## config.mk

```make
export PLATFORM = sky130hd
export DESIGN_NAME = raster_start_addr
export DESIGN_NICKNAME = d
export VERILOG_FILES = /design/src/rtl/scan_addr_pkg.sv /design/src/rtl/scan_addr_ctrl.sv /design/src/rtl/scan_addr_datapath.sv /design/src/rtl/raster_start_addr.sv
export SDC_FILE = /design/constraint.sdc
export NUM_CORES = 1
export LEC_CHECK = 0
export BUFFER_PORTS_ARGS = -buffer_cell sky130_fd_sc_hd__buf_2
export CORE_ASPECT_RATIO = 2
export CORE_MARGIN = 2
export CORE_UTILIZATION = 30
export CTS_CLUSTER_DIAMETER = 100
export CTS_CLUSTER_SIZE = 28
export DETAILED_ROUTE_END_ITERATION = 10
export PLACE_DENSITY_LB_ADDON = 0.2
export SETUP_SLACK_MARGIN = 0.2
export SKIP_LAST_GASP = 1
export SYNTH_ARGS = -nofsm -noshare
export SYNTH_HDL_FRONTEND = slang
export SYNTH_SLANG_ARGS = --single-unit
```

## constraint.sdc

```tcl
create_clock -name clk -period 16.8 [get_ports clk]
set_input_delay 3.36 -clock clk [delete_from_list [all_inputs] [get_ports clk]]
set_output_delay 3.36 -clock clk [all_outputs]
set_load 0.03 [all_outputs]
```

## src/rtl/scan_addr_pkg.sv

```systemverilog
package scan_addr_pkg;
  typedef struct packed {
    logic wrLow;
    logic wrMid;
    logic wrExt;
    logic swap;
    logic lineClr;
    logic lineInc;
  } dpStrobe_t;

  localparam logic [2:0] SEL_LOW  = 3'd0;
  localparam logic [2:0] SEL_MID  = 3'd1;
  localparam logic [2:0] SEL_EXT  = 3'd2;
  localparam logic [2:0] SEL_CTRL = 3'd3;
  localparam logic [2:0] SEL_STAT = 3'd4;
endpackage

```

## src/rtl/scan_addr_ctrl.sv

```systemverilog
module scan_addr_ctrl
  import scan_addr_pkg::*;
(
  input  logic       clk,
  input  logic       rstN,
  input  logic       regWr,
  input  logic [2:0] regSel,
  input  logic       wdataBit0,
  input  logic       hblankStart,
  input  logic       vblankStart,
  input  logic       lineActive,
  output dpStrobe_t  st,
  output logic       armed,
  output logic       vRetrace,
  output logic       irqPending,
  output logic       irq
);
  logic irqEn;
  logic extWr;
  logic flagClr;

  assign extWr   = regWr && (regSel == SEL_EXT);
  assign flagClr = regWr && (regSel == SEL_STAT) && wdataBit0;

  always_comb begin
    st.wrLow   = regWr && (regSel == SEL_LOW);
    st.wrMid   = regWr && (regSel == SEL_MID);
    st.wrExt   = extWr;
    st.swap    = hblankStart && armed;
    st.lineClr = vblankStart;
    st.lineInc = hblankStart && lineActive;
  end

  always_ff @(posedge clk) begin
    if (!rstN) begin
      armed      <= 1'b0;
      vRetrace   <= 1'b0;
      irqPending <= 1'b0;
      irqEn      <= 1'b0;
    end else begin
      if (extWr)                  armed <= 1'b1;
      else if (hblankStart)       armed <= 1'b0;

      if (vblankStart)            vRetrace <= 1'b1;
      else if (lineActive)        vRetrace <= 1'b0;

      if (vblankStart)            irqPending <= 1'b1;
      else if (flagClr)           irqPending <= 1'b0;

      if (regWr && regSel == SEL_CTRL) irqEn <= wdataBit0;
    end
  end

  assign irq = irqPending && irqEn;


  ext_arms_chk: assert property (@(posedge clk) disable iff (!rstN)
    (regWr && regSel == SEL_EXT) |=> armed);


  swap_disarm_chk: assert property (@(posedge clk) disable iff (!rstN)
    (hblankStart && armed && !(regWr && regSel == SEL_EXT)) |=> !armed);


  vbl_retrace_chk: assert property (@(posedge clk) disable iff (!rstN)
    vblankStart |=> vRetrace);


  vbl_flag_chk: assert property (@(posedge clk) disable iff (!rstN)
    vblankStart |=> irqPending);


  irq_gate_chk: assert property (@(posedge clk) disable iff (!rstN)
    irq |-> irqPending);
endmodule

```

## src/rtl/scan_addr_datapath.sv

```systemverilog
module scan_addr_datapath
  import scan_addr_pkg::*;
#(
  parameter int DATA_W  = 8,
  parameter int EXT_W   = 4,
  parameter int LINE_W  = 11,
  parameter int PITCH_W = 12,
  localparam int ADDR_W = 2 * DATA_W + EXT_W
) (
  input  logic               clk,
  input  logic               rstN,
  input  dpStrobe_t          st,
  input  logic [DATA_W-1:0]  regWdata,
  input  logic [PITCH_W-1:0] linePitch,
  output logic [ADDR_W-1:0]  liveStart,
  output logic [ADDR_W-1:0]  lineAddr,
  output logic [LINE_W-1:0]  lineCount
);
  logic [DATA_W-1:0] lowReg;
  logic [DATA_W-1:0] midReg;
  logic [ADDR_W-1:0] pendStart;
  logic [ADDR_W-1:0] lineOffset;

  always_ff @(posedge clk) begin
    if (!rstN) begin
      lowReg    <= '0;
      midReg    <= '0;
      pendStart <= '0;
      liveStart <= '0;
      lineCount <= '0;
    end else begin
      if (st.wrLow) lowReg <= regWdata;
      if (st.wrMid) midReg <= regWdata;
      if (st.swap)  liveStart <= pendStart;
      if (st.wrExt) pendStart <= {regWdata[EXT_W-1:0], midReg, lowReg};
      if (st.lineClr)      lineCount <= '0;
      else if (st.lineInc) lineCount <= lineCount + 1'b1;
    end
  end

  assign lineOffset = ADDR_W'(lineCount) * ADDR_W'(linePitch);
  assign lineAddr   = liveStart + lineOffset;


  live_hold_chk: assert property (@(posedge clk) disable iff (!rstN)
    !st.swap |=> $stable(liveStart));


  line_clr_chk: assert property (@(posedge clk) disable iff (!rstN)
    st.lineClr |=> (lineCount == '0));


  line_inc_chk: assert property (@(posedge clk) disable iff (!rstN)
    (st.lineInc && !st.lineClr) |=> (lineCount == LINE_W'($past(lineCount) + 1'b1)));
endmodule

```

## src/rtl/raster_start_addr.sv

```systemverilog
module raster_start_addr
  import scan_addr_pkg::*;
#(
  parameter int DATA_W  = 8,
  parameter int EXT_W   = 4,
  parameter int LINE_W  = 11,
  parameter int PITCH_W = 12,
  localparam int ADDR_W = 2 * DATA_W + EXT_W
) (
  input  logic               clk,
  input  logic               rstN,
  input  logic               regWr,
  input  logic [2:0]         regSel,
  input  logic [DATA_W-1:0]  regWdata,
  input  logic [PITCH_W-1:0] linePitch,
  input  logic               hblankStart,
  input  logic               vblankStart,
  input  logic               lineActive,
  output logic [ADDR_W-1:0]  liveStart,
  output logic               armed,
  output logic [ADDR_W-1:0]  lineAddr,
  output logic [LINE_W-1:0]  lineCount,
  output logic               vRetrace,
  output logic               irqPending,
  output logic               irq
);
  dpStrobe_t st;

  scan_addr_ctrl uCtrl (
    .clk(clk), .rstN(rstN), .regWr(regWr), .regSel(regSel),
    .wdataBit0(regWdata[0]), .hblankStart(hblankStart),
    .vblankStart(vblankStart), .lineActive(lineActive), .st(st),
    .armed(armed), .vRetrace(vRetrace), .irqPending(irqPending), .irq(irq)
  );

  scan_addr_datapath #(
    .DATA_W(DATA_W), .EXT_W(EXT_W), .LINE_W(LINE_W), .PITCH_W(PITCH_W)
  ) uDp (
    .clk(clk), .rstN(rstN), .st(st), .regWdata(regWdata),
    .linePitch(linePitch), .liveStart(liveStart), .lineAddr(lineAddr),
    .lineCount(lineCount)
  );
endmodule

```

## Yosys cells after proc, flatten, opt, wreduce, memory -nomap -nowiden

Index checks and enable logic that the tools add are counted.

- Output and inout bits: 55
- Register bits: 71
- Input bits: 29

- $add $sub $neg: 2
- Eq/ne operators: 4
- Multipliers: 1
- Bitwise operators: 1
- Muxes and demuxes: 6
- Reductions and logical operators: 14

Operators with widths:

| kind | count |
|---|---|
| $add 20x20->20 | 1 |
| $mul 11x12->20 | 1 |
| $add 11x1->11 const B | 1 |
| $logic_and 1x1->1 | 9 |
| $eq 3x2->1 const B | 2 |
| $mux 1 | 6 |
| $reduce_bool 2->1 | 3 |
| $eq 3x1->1 const B | 1 |
| $eq 3x3->1 const B | 1 |
| $logic_not 3->1 | 1 |
| $reduce_or 2->1 | 1 |
| $not 1->1 | 1 |

## Depth between registers and ports, before layout

- Depth after elaboration: 5
- Mapped depth: 19

## By module

From an unflattened synthesis, not the netlist that was laid out.

- Cells, all modules: 813
- Area, all modules: 7,347.0 um^2

Modules (own cells, without submodules):

| module | cells an instance | sequential area each (um^2) | area an instance (um^2) | instances |
|---|---|---|---|---|
| scan_addr_datapath | 789 | 1,341.3 | 7,120.6 | 1 |
| scan_addr_ctrl | 24 | 80.1 | 226.5 | 1 |

## Least setup slack after synthesis

Ideal clock, no wire load.

- Kind: input-to-output
- From: input port linePitch[5]
- To: output port lineAddr[19]
- Cell stages on the path: 16
- Data arrival time: 7.946 ns
- Path buffers: 1
- Slack: 5.494 ns
- Path through: clkbuf_1 -> and2_1 -> fa_1 -> inv_1 -> fa_1 -> inv_1 -> fa_1 -> fa_1 -> inv_1 -> fa_1 -> inv_1 -> ha_1 -> a2111o_1 -> o211ai_2 -> a31oi_1 -> xnor2_1

- Cells in the longest elaborated chain, start to end: 2

Ends and longest elaborated chain:

| element | RTL line | source |
|---|---|---|
| start: declaration | raster_start_addr.sv:15 | `input logic [PITCH_W-1:0] linePitch,` |
| $mul 11x12->20 | scan_addr_datapath.sv:41 | `assign lineOffset = ADDR_W'(lineCount) * ADDR_W'(linePitch);` |
| $add 20x20->20 | scan_addr_datapath.sv:42 | `assign lineAddr = liveStart + lineOffset;` |
| end: declaration | raster_start_addr.sv:21 | `output logic [ADDR_W-1:0] lineAddr,` |

Every way passes these cells.

## Worst setup path after layout

- From: input port linePitch[7]
- To: output port lineAddr[19]

The elaborated chain is that of the path after synthesis.

==> results.py <==
metrics = {
    "timing": {
        "hold_viol_final": 0,
        "setup_slack_ns": 5.30,
        "setup_violations": 0,
        "fin_crit_ns": 11.50,
        "fin_crit_sh_pct": 68.4,
        "finalSetupTns_ns": 0,
        "clock.fmax_mhz": 87.0,
        "relSlewSlack_pct": 38.5,
        "worst_pin_slew_ns": 0.922,
        "skew_ns": 0.00770,
        "rsz0062_at_grt": "no",
        "whs_ns": 0.450,
        "slew_violations": 0,
    },
    "place": {
        "hpwl_mm": 15.7,
        "port_buffers": 83,
        "postPlaceCellArea_um2": 7940,
        "dp_slack_ns": 5.22,
        "globalplace.congestion": 0.783,
    },
    "critical_path": {
        "r2r_cells": 4,
        "cp_max_fo": 11,
        "slowest_stage": "fa_1",
        "arrival_ns": 8.14,
        "cp.required_ns": 13.44,
        "critPathMostFrequentCell": "fa_1",
        "cp_num_buf_inv": 5,
        "crit_family": "adder cells",
        "r2r_start": "uDp.lineCount[3]",
        "crit_type": "in -> out",
        "path_cells": "buf_2 -> nand2_1 -> fa_1 -> inv_1 -> fa_1 -> fa_1 -> fa_1 -> inv_1 -> fa_1 -> inv_1 -> ha_1 -> a21oi_1 -> nor2_1 -> a211oi_1 -> a31oi_1 -> xnor2_1 -> buf_2",
        "rrSetupSlack_ns": 14.85,
        "critical_path.endpoint_type": "output port",
        "cp_slowest_stage_delay_ns": 0.57,
        "r2r-end": "uDp.lineCount[10]",
        "cp-start-kind": "input pin",
    },
    "floorplanning": {
        "rows": 80,
        "die_area_um2": 25700,
        "io_pins": 84,
        "start_util_pct": 30.6,
        "coreArea_um2": 23900,
        "die_w_um": 114,
        "die_y_um": 225,
    },
    "hold_path": {
        "holdCritStartpoint": "uDp.midReg[2]",
        "whs_path_depth": 2,
        "min_to": "uDp.pendStart[10]",
        "worstHoldPathType": "reg -> reg",
    },
    "grt": {
        "grt.overflow.total": 0,
        "grt_pass1_wl_mm": 30.3,
        "grt_pass1_vias": 5890,
        "grt_max_degree": 62,
        "use_met3_pct": 1.53,
        "met1_usage_pct": 14.6,
        "grt-busiest-layer": "met2",
        "antenna_found_initial": 0,
        "grt.total_usage_pct": 15.1,
        "grtUsageMet2_pct": 31.7,
    },
    "synth": {
        "yosysTopAreaCell": "fa_1",
        "yosysMostFrequentCell": "nand2_1",
        "synth-warning-count": 0,
        "synth_edf_count": 0,
        "syn-cell-area_um2": 7320,
        "synthTopCellsByArea": "fa_1 29%, dfxtp_1 19%, nand2_1 10%, inv_1 8.5%, ha_1 7.9%",
        "synth_compound_area_share_pct": 10.4,
        "postSynthAreaPerCell_um2": 8.42,
        "synth_fp_nets": 1050,
        "synthAdderAreaFrac_pct": 36.8,
        "synth_common_cells": "201 x nand2_1, 165 x inv_1, 106 x fa_1",
        "seq_area_frac_synth_pct": 19.4,
        "synth_top_area_share_pct": 29.0,
        "yosysUniqueCellTypes": 46,
        "synth-simple-area-share_pct": 18.4,
        "yosys.area_share.xor_xnor_pct": 3.11,
        "async_flop_share_pct": 0,
        "synthFlopType": "dfxtp_1",
        "synth_top_family_by_area": "adder cells",
        "synth.area.mux_share_pct": 1.23,
        "synth-seq-cells": 71,
        "synthesis.instances": 869,
    },
    "clocking": {
        "insertion_delay_ns": 0.33,
        "cts_resized": 0,
        "post-cts-setup-buffer-count": 0,
        "postCtsHoldBufs": 0,
        "clkTransAtPathRegs_ns": 0.05,
        "cts_buffers": 9,
        "clock_sinks": 71,
        "cts-root-buf": "clkbuf_16",
        "cts_buffer_depth": 2,
        "cts_max_level": 3,
        "tritoncts": "done",
    },
    "cells_and_area": {
        "drive_above_1_share_pct": 11.5,
        "num_antenna_cells": 0,
        "layout.nets": 1104,
        "final_cell_area_um2": 8250,
        "area_growth_pct": 12.6,
    },
    "power": {
        "p_leak_nw": 3.87,
        "p_per_area_nw_per_um2": 47.6,
        "irDropWorstVdd_mv": 0.0679,
    },
    "route": {
        "routed_wl_mm": 18.6,
        "drtIter0Drc": 113,
        "vias_per_cell": 4.59,
        "vias": 5575,
        "drc": 0,
        "ant_nets": 0,
        "firstDrtPassIters": 4,
        "wire_per_inst_um": 15.3,
    },
    "job": {
        "drv_cap": 0,
    },
    "status": {
        "status": "finished, final reports clean",
    },
}
per-layer routing:
layer | up-vias | wire [µm]
met5 | - | 0
met4 | 0 | 320
met3 | 20 | 428
met2 | 73 | 11200
met1 | 2735 | 6670
li1 | 2747 | -
worst max-delay path by stage:
| stage | cells after the start | startpoint | end |
|---|---|---|---|
| after floorplan | 16 | linePitch[5] | lineAddr[19] |
| after global placement | 17 | linePitch[7] | lineAddr[19] |
| after detailed placement | 17 | linePitch[7] | lineAddr[19] |
| after CTS | 17 | linePitch[7] | lineAddr[19] |
| after global routing | 17 | linePitch[9] | lineAddr[19] |
| final | 17 | linePitch[7] | lineAddr[19] |
flip-flops by register name (all words and copies together), names as in the netlist:
| name | cells |
|---|---|
| uCtrl.armed | 1 |
| uCtrl.irqEn | 1 |
| uCtrl.irqPending | 1 |
| uCtrl.vRetrace | 1 |
| uDp.lineCount | 11 |
| uDp.liveStart | 20 |
| uDp.lowReg | 8 |
| uDp.midReg | 8 |
| uDp.pendStart | 20 |
where the power goes:
group,internal [mW],total (mW),switching (mW)
combinational,0.00918,0.0288,0.0196
sequential,0.170,0.172,0.00147
clock,0.123,0.192,0.0686
cell families after synthesis:
kind of cell / after synthesis
adder cells (fa/ha/maj): 152
XOR/XNOR: 26
buffers and inverters: 205
AO/OA/AOI/OAI: 105
AND/OR/NAND/NOR: 301
multiplexers: 9
flip-flops: 71
area by class of cell:
cell class,instances,area [µm²]
timing repair buffer,83,415
sequential,71,1420
inverter,165,619
fill,2584,15700
multi-input combinational,593,5130
tap,287,359
clock inverter,2,38.8
clock buffer,14,264
through the flow:
step	total power [mW]	util [%]	std cells
finish	0.392	34.5	1215
CTS	0.398	34.5	1215
global route	0.406	34.5	1215
floorplan	0.192	-	869
global placement	0.205	33.2	1199
detailed placement	0.205	33.2	1199
worst register-to-register path, cell delays in order, from the launching register on:
cell     delay (ns)
dfxtp_1        0.81
and3_1         0.35
nand4_1        0.17
or3_1          0.41
a21oi_1        0.13
layout by cell type, fill, tap and decap left out, drive strengths merged, types with 2 or more instances in the layout:
cell,instances
nand2b,2
dfxtp,71
nor3b,2
nor2,19
clkbuf,14
and3,4
o211ai,2
a21o,5
nand4,4
mux2i,9
or3,4
o21a,4
inv,165
a31oi,4
buf,83
a21oi,13
ha,46
nor2b,13
nand2,201
a211oi,5
o21ai,15
xor2,9
nand3,5
a211o,2
fa,106
and2,42
xnor2,17
nand3b,3
a21boi,49
Power figures use the tool's default switching activity.
